[config.mk]
export PLATFORM = sky130hd
export DESIGN_NAME = aux_tdm_aggregator
export DESIGN_NICKNAME = d
export VERILOG_FILES = /design/src/rtl/aux_tdm_aggregator.sv
export SDC_FILE = /design/constraint.sdc
export NUM_CORES = 1
export LEC_CHECK = 0
export ABC_AREA = 1
export ABC_CLOCK_PERIOD_IN_PS = 16450
export BUFFER_PORTS_ARGS = -buffer_cell sky130_fd_sc_hd__buf_2
export CORE_AREA = 2 2 347 349
export CTS_CLUSTER_SIZE = 40
export DETAILED_ROUTE_END_ITERATION = 12
export DIE_AREA = 0 0 349 351
export GPL_TIMING_DRIVEN = 0
export PLACE_DENSITY = 0.42
export SYNTH_ARGS = -nofsm -noshare
export SYNTH_HDL_FRONTEND = slang
export SYNTH_SLANG_ARGS = --single-unit
[constraint.sdc]
create_clock -name clk -period 16.45 [get_ports clk]
set_input_delay 0 -clock clk [delete_from_list [all_inputs] [get_ports clk]]
set_output_delay 0 -clock clk [all_outputs]
set_load 0.02 [all_outputs]
[src/rtl/aux_tdm_aggregator.sv]
module aux_tdm_aggregator #(
  parameter int DATA_W = 24,
  parameter int N_AUX  = 3
) (
  input  logic                              clk,
  input  logic                              rst,
  input  logic                              aux_master,
  input  logic [DATA_W-1:0]                 int_left,
  input  logic [DATA_W-1:0]                 int_right,
  input  logic                              aux_bclk_i,
  input  logic                              aux_lrclk_i,
  input  logic [N_AUX-1:0]                  aux_din,
  output logic                              aux_bclk_o,
  output logic                              aux_lrclk_o,
  output logic                              aux_clk_oe,
  output logic                              tdm_bclk,
  output logic                              tdm_fs,
  output logic                              tdm_dout,
  input  logic                              tdm_din,
  output logic [2*(N_AUX+1)*DATA_W-1:0]     play_data,
  output logic                              play_strobe
);
  localparam int HALF    = N_AUX + 1;
  localparam int SLOTS   = 2 * HALF;
  localparam int SLOT_LG = $clog2(SLOTS);
  localparam int CNT_W   = SLOT_LG + 6;
  localparam int ADIV_LG = SLOT_LG;

  // frame position: [0] half bit, [5:1] bit in slot, upper bits slot
  logic [CNT_W-1:0] cnt;
  always_ff @(posedge clk)
    if (rst) cnt <= '0;
    else     cnt <= cnt + 1'b1;

  logic [SLOT_LG-1:0] slot;
  logic [4:0]         sbit;
  logic               frame_end;
  assign slot      = cnt[CNT_W-1:6];
  assign sbit      = cnt[5:1];
  assign frame_end = &cnt;

  assign tdm_bclk = cnt[0];
  assign tdm_fs   = &cnt[CNT_W-1:1];

  // auxiliary clock generation (master mode)
  logic m_bclk, m_lr, m_rise;
  assign m_bclk = cnt[ADIV_LG-1];
  assign m_lr   = cnt[CNT_W-1];
  assign m_rise = (cnt[ADIV_LG-1:0] == ADIV_LG'((1 << (ADIV_LG-1)) - 1));

  assign aux_bclk_o  = aux_master & m_bclk;
  assign aux_lrclk_o = aux_master & m_lr;
  assign aux_clk_oe  = aux_master;

  // slave-mode synchronizers
  logic [2:0]       s_bclk;
  logic [1:0]       s_lr;
  logic [N_AUX-1:0] s_d1, s_d2;
  always_ff @(posedge clk)
    if (rst) begin
      s_bclk <= '0;
      s_lr   <= '0;
      s_d1   <= '0;
      s_d2   <= '0;
    end else begin
      s_bclk <= {s_bclk[1:0], aux_bclk_i};
      s_lr   <= {s_lr[0], aux_lrclk_i};
      s_d1   <= aux_din;
      s_d2   <= s_d1;
    end

  logic             smp, lr_now;
  logic [N_AUX-1:0] din_now;
  assign smp     = aux_master ? m_rise  : (s_bclk[1] & ~s_bclk[2]);
  assign lr_now  = aux_master ? m_lr    : s_lr[1];
  assign din_now = aux_master ? aux_din : s_d2;

  // shared I2S bit tracking
  logic       lr_prev;
  logic [5:0] bitcnt;
  logic       capture, word_done;
  assign capture   = smp && (lr_now == lr_prev) && (int'(bitcnt) < DATA_W);
  assign word_done = capture && (int'(bitcnt) == DATA_W - 1);

  always_ff @(posedge clk)
    if (rst) begin
      lr_prev <= 1'b0;
      bitcnt  <= 6'(DATA_W);
    end else if (smp) begin
      lr_prev <= lr_now;
      if (lr_now != lr_prev) bitcnt <= '0;
      else if (int'(bitcnt) < DATA_W) bitcnt <= bitcnt + 1'b1;
    end

  logic [DATA_W-1:0] sh     [N_AUX];
  logic [DATA_W-1:0] lw     [N_AUX];
  logic [DATA_W-1:0] hold_l [N_AUX];
  logic [DATA_W-1:0] hold_r [N_AUX];

  always_ff @(posedge clk)
    if (rst) begin
      for (int i = 0; i < N_AUX; i++) begin
        sh[i]     <= '0;
        lw[i]     <= '0;
        hold_l[i] <= '0;
        hold_r[i] <= '0;
      end
    end else if (capture) begin
      for (int i = 0; i < N_AUX; i++) begin
        sh[i] <= {sh[i][DATA_W-2:0], din_now[i]};
        if (word_done && !lr_prev) lw[i] <= {sh[i][DATA_W-2:0], din_now[i]};
        if (word_done && lr_prev) begin
          hold_l[i] <= lw[i];
          hold_r[i] <= {sh[i][DATA_W-2:0], din_now[i]};
        end
      end
    end

  // outgoing frame buffer
  logic [DATA_W-1:0] obuf [SLOTS];
  always_ff @(posedge clk)
    if (rst) begin
      for (int s = 0; s < SLOTS; s++) obuf[s] <= '0;
    end else if (frame_end) begin
      obuf[0]    <= int_left;
      obuf[HALF] <= int_right;
      for (int i = 0; i < N_AUX; i++) begin
        obuf[1+i]      <= hold_l[i];
        obuf[HALF+1+i] <= hold_r[i];
      end
    end

  logic [DATA_W-1:0] cur;
  logic [4:0]        didx;
  assign cur      = obuf[slot];
  assign didx     = 5'(DATA_W - 1) - sbit;
  assign tdm_dout = (int'(sbit) < DATA_W) ? cur[didx] : 1'b0;

  // incoming playback frame
  logic [DATA_W-1:0] psh [SLOTS];
  always_ff @(posedge clk)
    if (rst) begin
      for (int s = 0; s < SLOTS; s++) psh[s] <= '0;
      play_data   <= '0;
      play_strobe <= 1'b0;
    end else begin
      if (!cnt[0] && int'(sbit) < DATA_W)
        psh[slot] <= {psh[slot][DATA_W-2:0], tdm_din};
      if (frame_end)
        for (int s = 0; s < SLOTS; s++) play_data[s*DATA_W +: DATA_W] <= psh[s];
      play_strobe <= frame_end;
    end

  AST_BCLK_TOGGLES: assert property (@(posedge clk) disable iff (rst)
    $past(!rst) |-> (tdm_bclk != $past(tdm_bclk)));
  AST_FS_TWO_CYCLES: assert property (@(posedge clk) disable iff (rst)
    $rose(tdm_fs) |=> tdm_fs);
  AST_FS_ENDS: assert property (@(posedge clk) disable iff (rst)
    (tdm_fs && $past(tdm_fs)) |=> !tdm_fs);
  AST_AUX_LR_ON_FALL: assert property (@(posedge clk) disable iff (rst)
    (aux_master && $past(aux_master) && $past(!rst) && (aux_lrclk_o != $past(aux_lrclk_o)))
      |-> $fell(aux_bclk_o));
  AST_STROBE_AFTER_FS: assert property (@(posedge clk) disable iff (rst)
    play_strobe |-> ($past(tdm_fs) && !tdm_fs));
  AST_FS_FALL_STROBE: assert property (@(posedge clk) disable iff (rst)
    $fell(tdm_fs) |-> play_strobe);
endmodule

---- Word level (Yosys, flattened, before mapping) ----
Memory sizes are Yosys's and may differ from the RTL's. A register that Yosys moved wholly into a read port is not among the register bits.
Index checks and enable logic that the tools add are counted.
operators by class
  $add $sub $neg .......................... 3
  $lt $le $gt $ge ......................... 3
  eq/ne operators ......................... 4
  mux-type cells .......................... 52
  bitwise gates (word level) .............. 24
  reductions and logical operators ........ 13
operator list
  operator                                             count
  two-way mux 24 bit                                   21
  two-way mux 1 bit                                    24
  OR reduction 24 bit                                  1
  bitwise OR 1 bit                                     20
  two-way mux 3 bit                                    4
  two-way mux 6 bit                                    2
  adder 9 x 1 -> 9 bit, second input constant          1
  AND reduction 9 bit                                  1
  AND reduction 8 bit                                  1
  adder 6 x 1 -> 6 bit, second input constant          1
  equality test 6 bit, second input constant           1
  logical AND 1 bit                                    6
  < comparator 5 x 6 -> 1 bit, second input constant   1
  < comparator 6 x 5 -> 1 bit, second input constant   1
  binary-select mux 1 bit (select 5 bit)               1
  < comparator 5 bit, second input constant            1
  subtractor 5 bit, first input constant               1
  bitwise AND 1 bit                                    3
  equality test 3 x 2 -> 1 bit, second input constant  1
  zero test 1 bit                                      2
  AND reduction 2 bit                                  1
  nonzero test 2 bit                                   1
  equality test 1 bit                                  1
  != test 1 bit                                        1
  inverter 1 bit                                       1
word-level totals
  bits in registers ....................... 28
  RAM bits ................................ 672
  input port bits ......................... 57
  output and inout port bits .............. 199
  word-level logic and storage cells ...... 113
  memories ................................ 6
memory list
  memory  depth  bits a word  read ports  clocked after memory_dff  write ports  line  source
  obuf    8      24           1           1                         8            120   logic [DATA_W-1:0] obuf [SLOTS];
  psh     8      24           9           9                         8            140   logic [DATA_W-1:0] psh [SLOTS];
  hold_l  3      24           3           0                         3            97    logic [DATA_W-1:0] hold_l [N_AUX];
  hold_r  3      24           3           0                         3            98    logic [DATA_W-1:0] hold_r [N_AUX];
  lw      3      24           3           0                         3            96    logic [DATA_W-1:0] lw [N_AUX];
  sh      3      24           3           0                         3            95    logic [DATA_W-1:0] sh [N_AUX];

---- Depth between registers and ports, before layout ----
Gate-level depths: netlist of the first run.
  depth after elaboration ................. 12
  depth in mapped cells ................... 15
  depth with buffers taken out ............ 13

---- Worst setup path before layout of the first run ----
No wires, ideal clock.
  kind .................................... reg-to-reg
  from .................................... reg cnt[0]
  to ...................................... mem hold_l[0][0], enable pin
  library setup time ...................... 0.846 ns
  data arrival time ....................... 11.393 ns
  required time ........................... 15.604 ns
  slack ................................... 4.211 ns
  cell stages (with the launch flop) ...... 9
  buffers on the path ..................... 0
  path through ............................ dfxtp_1 -> ha_1 -> ha_1 -> nand2_1 -> o31ai_4 -> nand2_2 -> nor2_8 -> nand2_1 -> o21ai_0
RTL lines
  element                   line  source
  start: declaration        30    logic [CNT_W-1:0] cnt;
  start signal: assignment  33    else cnt <= cnt + 1'b1;
  end: declaration          97

==> results_dict.tcl, run 1 <==
set metrics [dict create \
    status "finished, final reports clean" \
    synth_seq_cells 889 \
    multiInputGateArea_um2 8310 \
    relSlewSlack 0.0286 \
    die_h_um 351 \
    io_pins 256 \
    fin_crit_sh 0.327 \
    antenna_found_initial 0 \
    drv_cap 0 \
    combPwrFrac 0.035 \
    track_usage 0.205 \
    skew_ns 0.0300 \
    reg2reg_from "cnt[6]" \
    routed_wl_um 127000 \
    seq_area_frac_synth 0.686 \
    max_stage_delay_ns 0.66 \
    swShare 0.227 \
    required_ns 16.89 \
    pwr-share-clk 0.471 \
    hold_depth 4 \
    drive_above_1_share 0.128 \
    nNetsFinal 4002 \
    synth_top_area_frac 0.548 \
    path_class "flip-flop to flip-flop" \
    setup_slack_ns 11.07 \
    hold_class "input pin to flip-flop" \
    postSynthNetCount 3571 \
    synth_most_common_cell "nor2_1" \
    port-buffer-count 254 \
    synthArstFlopShare 0 \
    ff2ff_setup_slack_ns 11.07 \
    drt_iter0_drc 2314 \
    cts_setup_buffers 0 \
    drt-vias-per-instance 4.65 \
    fin_util 0.361 \
    worstPathMaxFanout 10 \
    htreeDepth 3 \
    num-fill-cells 12200 \
    core_um2 119000 \
    endpoint_kind "flip-flop" \
    grt_start_max_net_pins 59 \
    grt_pass1_wl_um 181000 \
    root_buffer "clkbuf_16" \
    synth_common_cells "nor2_1 (778), edfxtp_1 (645), inv_1 (517)" \
    die-area_um2 122000 \
    rsz0062_at_grt "false" \
    seqPwrFrac 0.494 \
    cpMostUsedCell "clkbuf_1" \
    clkLatencyLatePin_ns 0.70 \
    antenna_left 0 \
    clkTransAtPathRegs_ns 0.06 \
    postSynthCellCount 3509 \
    ys_top_cells_by_area "edfxtp_1 (55%), dfxtp_1 (14%), nor2_1 (8.3%), inv_1 (5.5%), nand2_1 (4.7%)" \
    avgRoutedWirePerCell_um 22.8 \
    cts_tree "done" \
    power_density_nw_per_um2 117 \
    gp_congestion 0.876 \
    cts_buffers 103 \
    yosysUniqueCellTypes 35 \
    p_switching_w 0.00114 \
    path_cells "buf_2, buf_2, clkbuf_1, clkbuf_1, nand2_1, nor2_1, ha_1, inv_2, nor2_2, clkinv_1, clkbuf_1, clkbuf_1, nor2_1" \
    p_leak_nw 17.9 \
    synth_top_area_cell "edfxtp_1" \
    hold_violations 0 \
    cts.path.max_buffers 3 \
    tightestPinTransition_ns 1.44 \
    rows 127 \
    netlist_area_um2 35300 \
    peakVddDrop_uv 76.5 \
    r2r_end "obuf[3][10]" \
    start_util 0.297 \
    hpwl_um 93700 \
    setup_violations 0 \
    synthFlopType "edfxtp_1" \
    p_int_w 0.00387 \
    synth_edf_count 645 \
    grt_pass1_vias 25500 \
    syn_to_final_growth_pct 21.7 \
    vias 26000 \
    place_ws_ns 11.05 \
    grt-ovfl-total 0 \
    max_freq_mhz 186 \
    fin_crit_ns 5.38 \
    slew_viol_final 0 \
    drtPass1Iterations 6 \
    cts_num_sinks 889 \
    final-seq-area_um2 24300 \
    crit_end "obuf[3][10]" \
    yosysWarnings 0 \
    arrival_ns 5.81 \
    reg2reg_depth 13 \
    drcViolationCount 0 \
    avgSynthCellArea_um2 10.1 \
    startpoint "cnt[6]" \
    hold_path_startpoint "aux_bclk_i" \
    startpoint_type "flip-flop" \
    crit_path_top_delay_cell "clkbuf_1" \
    chipWidth_um 349 \
]
-- registers in the layout (all words and copies together) (netlist names) --
name,count
sh,69
hold_r,72
s_d2,3
hold_l,72
psh,192
obuf,192
play_strobe,1
lw,72
s_bclk,3
s_d1,3
play_data,192
bitcnt,6
cnt,9
lr_prev,1
s_lr,2
-- power by group through the flow --
| stage | combinational (W) | sequential, W | clock [W] |
|---|---|---|---|
| after CTS | 0.000176 | 0.00248 | 0.00240 |
| after global routing | 0.000189 | 0.00248 | 0.00250 |
| final | 0.000175 | 0.00248 | 0.00236 |
| after floorplan | 0.0000836 | 0.00253 | 0 |
| after detailed placement | 0.000165 | 0.00252 | 0 |
| after global placement | 0.000154 | 0.00255 | 0 |
-- worst min path at each step --
stage / endpoint
4_1_cts: s_bclk[0]
3_5_place_dp: s_bclk[0]
3_3_place_gp: s_bclk[0]
5_1_grt: s_bclk[0]
2_1_floorplan: s_bclk[0]
6_report: s_bclk[0]
-- metrics by stage --
| stage | setup TNS (ns) | power [W] | std cells | hold WS (ns) | area [um2] |
|---|---|---|---|---|---|
| final | 0 | 0.00501 | 5579 | 0.0604 | 43000 |
| after global routing | 0 | 0.00517 | 5578 | 0.0795 | 43000 |
| after CTS | 0 | 0.00506 | 5578 | 0.0295 | 43000 |
| after detailed placement | 0 | 0.00269 | 5326 | 0.224 | 38900 |
| after global placement | -425.41 | 0.00270 | 5311 | 0.217 | 38500 |
| after floorplan | 0 | 0.00261 | 3509 | 0.107 | 35300 |
-- cell type report --
class | instances | share of cell area
antenna | 1 | 0.0000582
buffer | 196 | 0.0196
clock buffer | 139 | 0.0686
clock inverter | 56 | 0.0131
inverter | 525 | 0.0459
multi-input combinational | 1899 | 0.193
sequential | 889 | 0.564
tap | 1548 | 0.0450
timing repair buffer | 326 | 0.0505
-- timing repair --
item	4_1_cts	5_1_grt
hold endpoints to repair	67	0
resized for setup	0	0
hold buffers	57	0
setup endpoints to repair	0	0
-- layout by cell type, fill, tap and decap left out, types with 6 or more instances in the layout --
cell,instances
nor2_1,778
edfxtp_1,645
inv_1,517
nand2_1,446
buf_2,290
o21ai_0,255
nand3_1,249
dfxtp_1,244
clkbuf_1,139
clkbuf_16,107
a21oi_1,100
dlygate4sd3_1,57
clkinv_2,24
buf_1,23
clkinv_1,17
clkbuf_8,15
buf_4,13
a211oi_2,12
o2111a_1,11
buf_12,11
nor3_1,7
bufinv_16,7
o211ai_1,6
-- critical path, delay by kind of cell, from the launching register on --
family	cells	cell delay, ns
buffers and inverters	8	3.38
flip-flops	1	0.30
AND/OR/NAND/NOR	4	1.29
adder cells (fa/ha/maj)	1	0.16
-- cells by family (layout without fill, tap and decap cells) --
kind of cell    Yosys count  in the layout  synth area share
buf+inv                 721           1242            0.0795
xor+xnor                  2              2          0.000496
other cells               0              1                 0
flops                   889            889             0.686
compound gates          396            396            0.0617
simple gates           1496           1496             0.170
fa+ha+maj                 5              5           0.00177
-- metal layers --
metal	part of all wire	global-route usage
met1	0.44	0.273
met2	0.48	0.348
met3	0.055	0.0270
met4	0.026	0.0588
met5	0	0
No activity file was read; power rests on OpenSTA's default activity.
==> inputs of run 2 (changes only) <==
--- a/config.mk
+++ b/config.mk
@@ -6,14 +6,14 @@
 export NUM_CORES = 1
 export LEC_CHECK = 0
 export ABC_AREA = 1
-export ABC_CLOCK_PERIOD_IN_PS = 16450
+export ABC_CLOCK_PERIOD_IN_PS = 4400
 export BUFFER_PORTS_ARGS = -buffer_cell sky130_fd_sc_hd__buf_2
 export CORE_AREA = 2 2 347 349
 export CTS_CLUSTER_SIZE = 40
 export DETAILED_ROUTE_END_ITERATION = 12
 export DIE_AREA = 0 0 349 351
 export GPL_TIMING_DRIVEN = 0
-export PLACE_DENSITY = 0.42
+export PLACE_DENSITY = 0.44
 export SYNTH_ARGS = -nofsm -noshare
 export SYNTH_HDL_FRONTEND = slang
 export SYNTH_SLANG_ARGS = --single-unit
==> constraint.sdc (replaced) <==
create_clock -name clk -period 4.4 [get_ports clk]
set_input_delay 0 -clock clk [delete_from_list [all_inputs] [get_ports clk]]
set_output_delay 0 -clock clk [all_outputs]
set_load 0.02 [all_outputs]
==> run 2 against run 1 <==
Against the previous run:
- utilization down 0.15 points
- hold slack better by 0.0027 ns
- critical path depth down 1
- register-to-register slack worse by 11 ns
- global-route usage down 0.51 points
- count of clock-buffer cells in the layout up 8
- sequential share of layout area up 0.23 points
- via count down 1.6%
- cell area down 0.40%
==> results_dict.tcl, run 2 (same netlist as run 1, synthesis figures left out) <==
set metrics [dict create \
    status "finished, final reports clean" \
    htreeDepth 3 \
    cts_tree "done" \
    drive_above_1_share 0.125 \
    grt_pass1_vias 24900 \
    nNetsFinal 3995 \
    drt_iter0_drc 2240 \
    layout_common_cells "nor2_1 (778), edfxtp_1 (645), inv_1 (517), nand2_1 (446), buf_2 (289)" \
    die_h_um 351 \
    tightestPinTransition_ns 1.45 \
    ff2ff_setup_slack_ns 0.45 \
    post_dp_cell_area_um2 38900 \
    track_usage 0.200 \
    cts_num_sinks 889 \
    start_util 0.297 \
    rsz0062_at_grt "false" \
    hold_violations 0 \
    hpwl_um 92200 \
    design_area_um2 42800 \
    root_buffer "clkbuf_16" \
    drcViolationCount 0 \
    place_ws_ns -0.782 \
    drt-vias-per-instance 4.59 \
    required_ns 4.40 \
    grt_start_max_net_pins 102 \
    cts_buffers 100 \
    setup_slack_ns 0.137 \
    drtPass1Iterations 5 \
    vias 25600 \
    grt_pass1_wl_um 176000 \
    port-buffer-count 254 \
    startpoint_type "flip-flop" \
    layout_commonest_cell "nor2_1" \
    routed_wl_um 124000 \
    antenna_left 0 \
    relSlewSlack 0.0259 \
    path_class "flip-flop to output pin" \
    slew_viol_final 0 \
    largest_registers "obuf (192), play_data (192), psh (192)" \
    chipWidth_um 349 \
    clkTransAtPathRegs_ns 0.06 \
    wl_met2_um 58700 \
    peakVddDrop_uv 250 \
    syn_to_final_growth_pct 21.2 \
    antenna_found_initial 4 \
    core_um2 119000 \
    wl_met1_um 55500 \
    drv_cap 0 \
    arrival_ns 4.26 \
    hold_class "input pin to flip-flop" \
    rows 127 \
    fin_crit_ns 4.26 \
    num_antenna_cells 0 \
    die-area_um2 122000 \
    endpoint_kind "output pin" \
    clkLatencyLatePin_ns 0.70 \
    gp_congestion 0.878 \
    worstPathMaxFanout 28 \
    skew_ns 0.0323 \
    met3_length_um 6730 \
    avgRoutedWirePerCell_um 22.2 \
    max_freq_mhz 235 \
    grt-ovfl-total 0 \
    maxUsedRoutingLayer "met5" \
    cts.path.max_buffers 3 \
    p_leak_nw 17.8 \
    io_pins 256 \
    fin_crit_sh 0.969 \
    power_density_nw_per_um2 430 \
    setup_violations 0 \
]
## run 2: cell types whose count changed in the layout (fill, tap and decap cells not counted), moves of 3 or more
cell       change
clkinv_2       -6
clkbuf_1       +6
buf_12         -3
clkinv_1       -3
bufinv_16      -3
## run 2: through the flow
stage               utilization  hold slack (ns)  TNS, ns  instances  power (W)
finish                    0.360           0.0631        0       5568     0.0184
global route              0.360           0.0783        0       5568     0.0190
detailed placement        0.327            0.218  -107.70       5324     0.0101
floorplan                     -            0.107        0       3509    0.00973
CTS                       0.360           0.0286        0       5568     0.0186
global placement          0.324            0.213  -859.02       5311     0.0100
## run 2: layer usage
metal | vias to the layer above | track usage
li1 | 12200 | -
met1 | 12400 | 0.271
met2 | 803 | 0.335
met3 | 152 | 0.0283
met4 | 2 | 0.0523
met5 | - | 0
## run 2: path summary, 6_finish.rpt
path	depth (start not counted)	start	endpoint
max	12	cnt[6]	tdm_dout
min	4	aux_bclk_i	s_bclk[0]
max reg2reg	7	cnt[6]	psh[2][20]
min reg2reg	2	s_d1[0]	s_d2[0]
## run 2: repair_timing
item	CTS	global route
hold endpoints to repair	73	0
hold buffers	57	0
gates resized for setup	1	1
endpoints found under the setup margin	250	1
cloned	0	0
setup buffers	0	0
## run 2: power by group
part	switching, W	leakage (nW)	internal (W)	total [W]
logic	0.000480	7.50	0.000166	0.000646
clock network	0.00357	1.65	0.00494	0.00851
registers	0.0000888	8.67	0.00918	0.00927
## run 2: cell type report
class                      count  area (um2)
fill                       12100       76200
sequential                   889       24300
multi-input combinational   1899        8310
clock buffer                 147        2970
timing repair buffer         324        2140
inverter                     525        1970
tap                         1548        1940
buffer                       194         842
clock inverter                42         394
## run 2: worst max-delay path, stage by stage (launching register included)
cell and delay (ns):
dfxtp_1 0.30, buf_2 0.18, clkbuf_4 0.50, buf_2 0.52
o21ai_0 0.27, o21ai_0 0.42, nor2_1 0.19, nor2_1 0.12
nor2_1 0.06, nand2_1 0.06, nand3_1 0.07, a21oi_1 0.59
buf_2 0.29
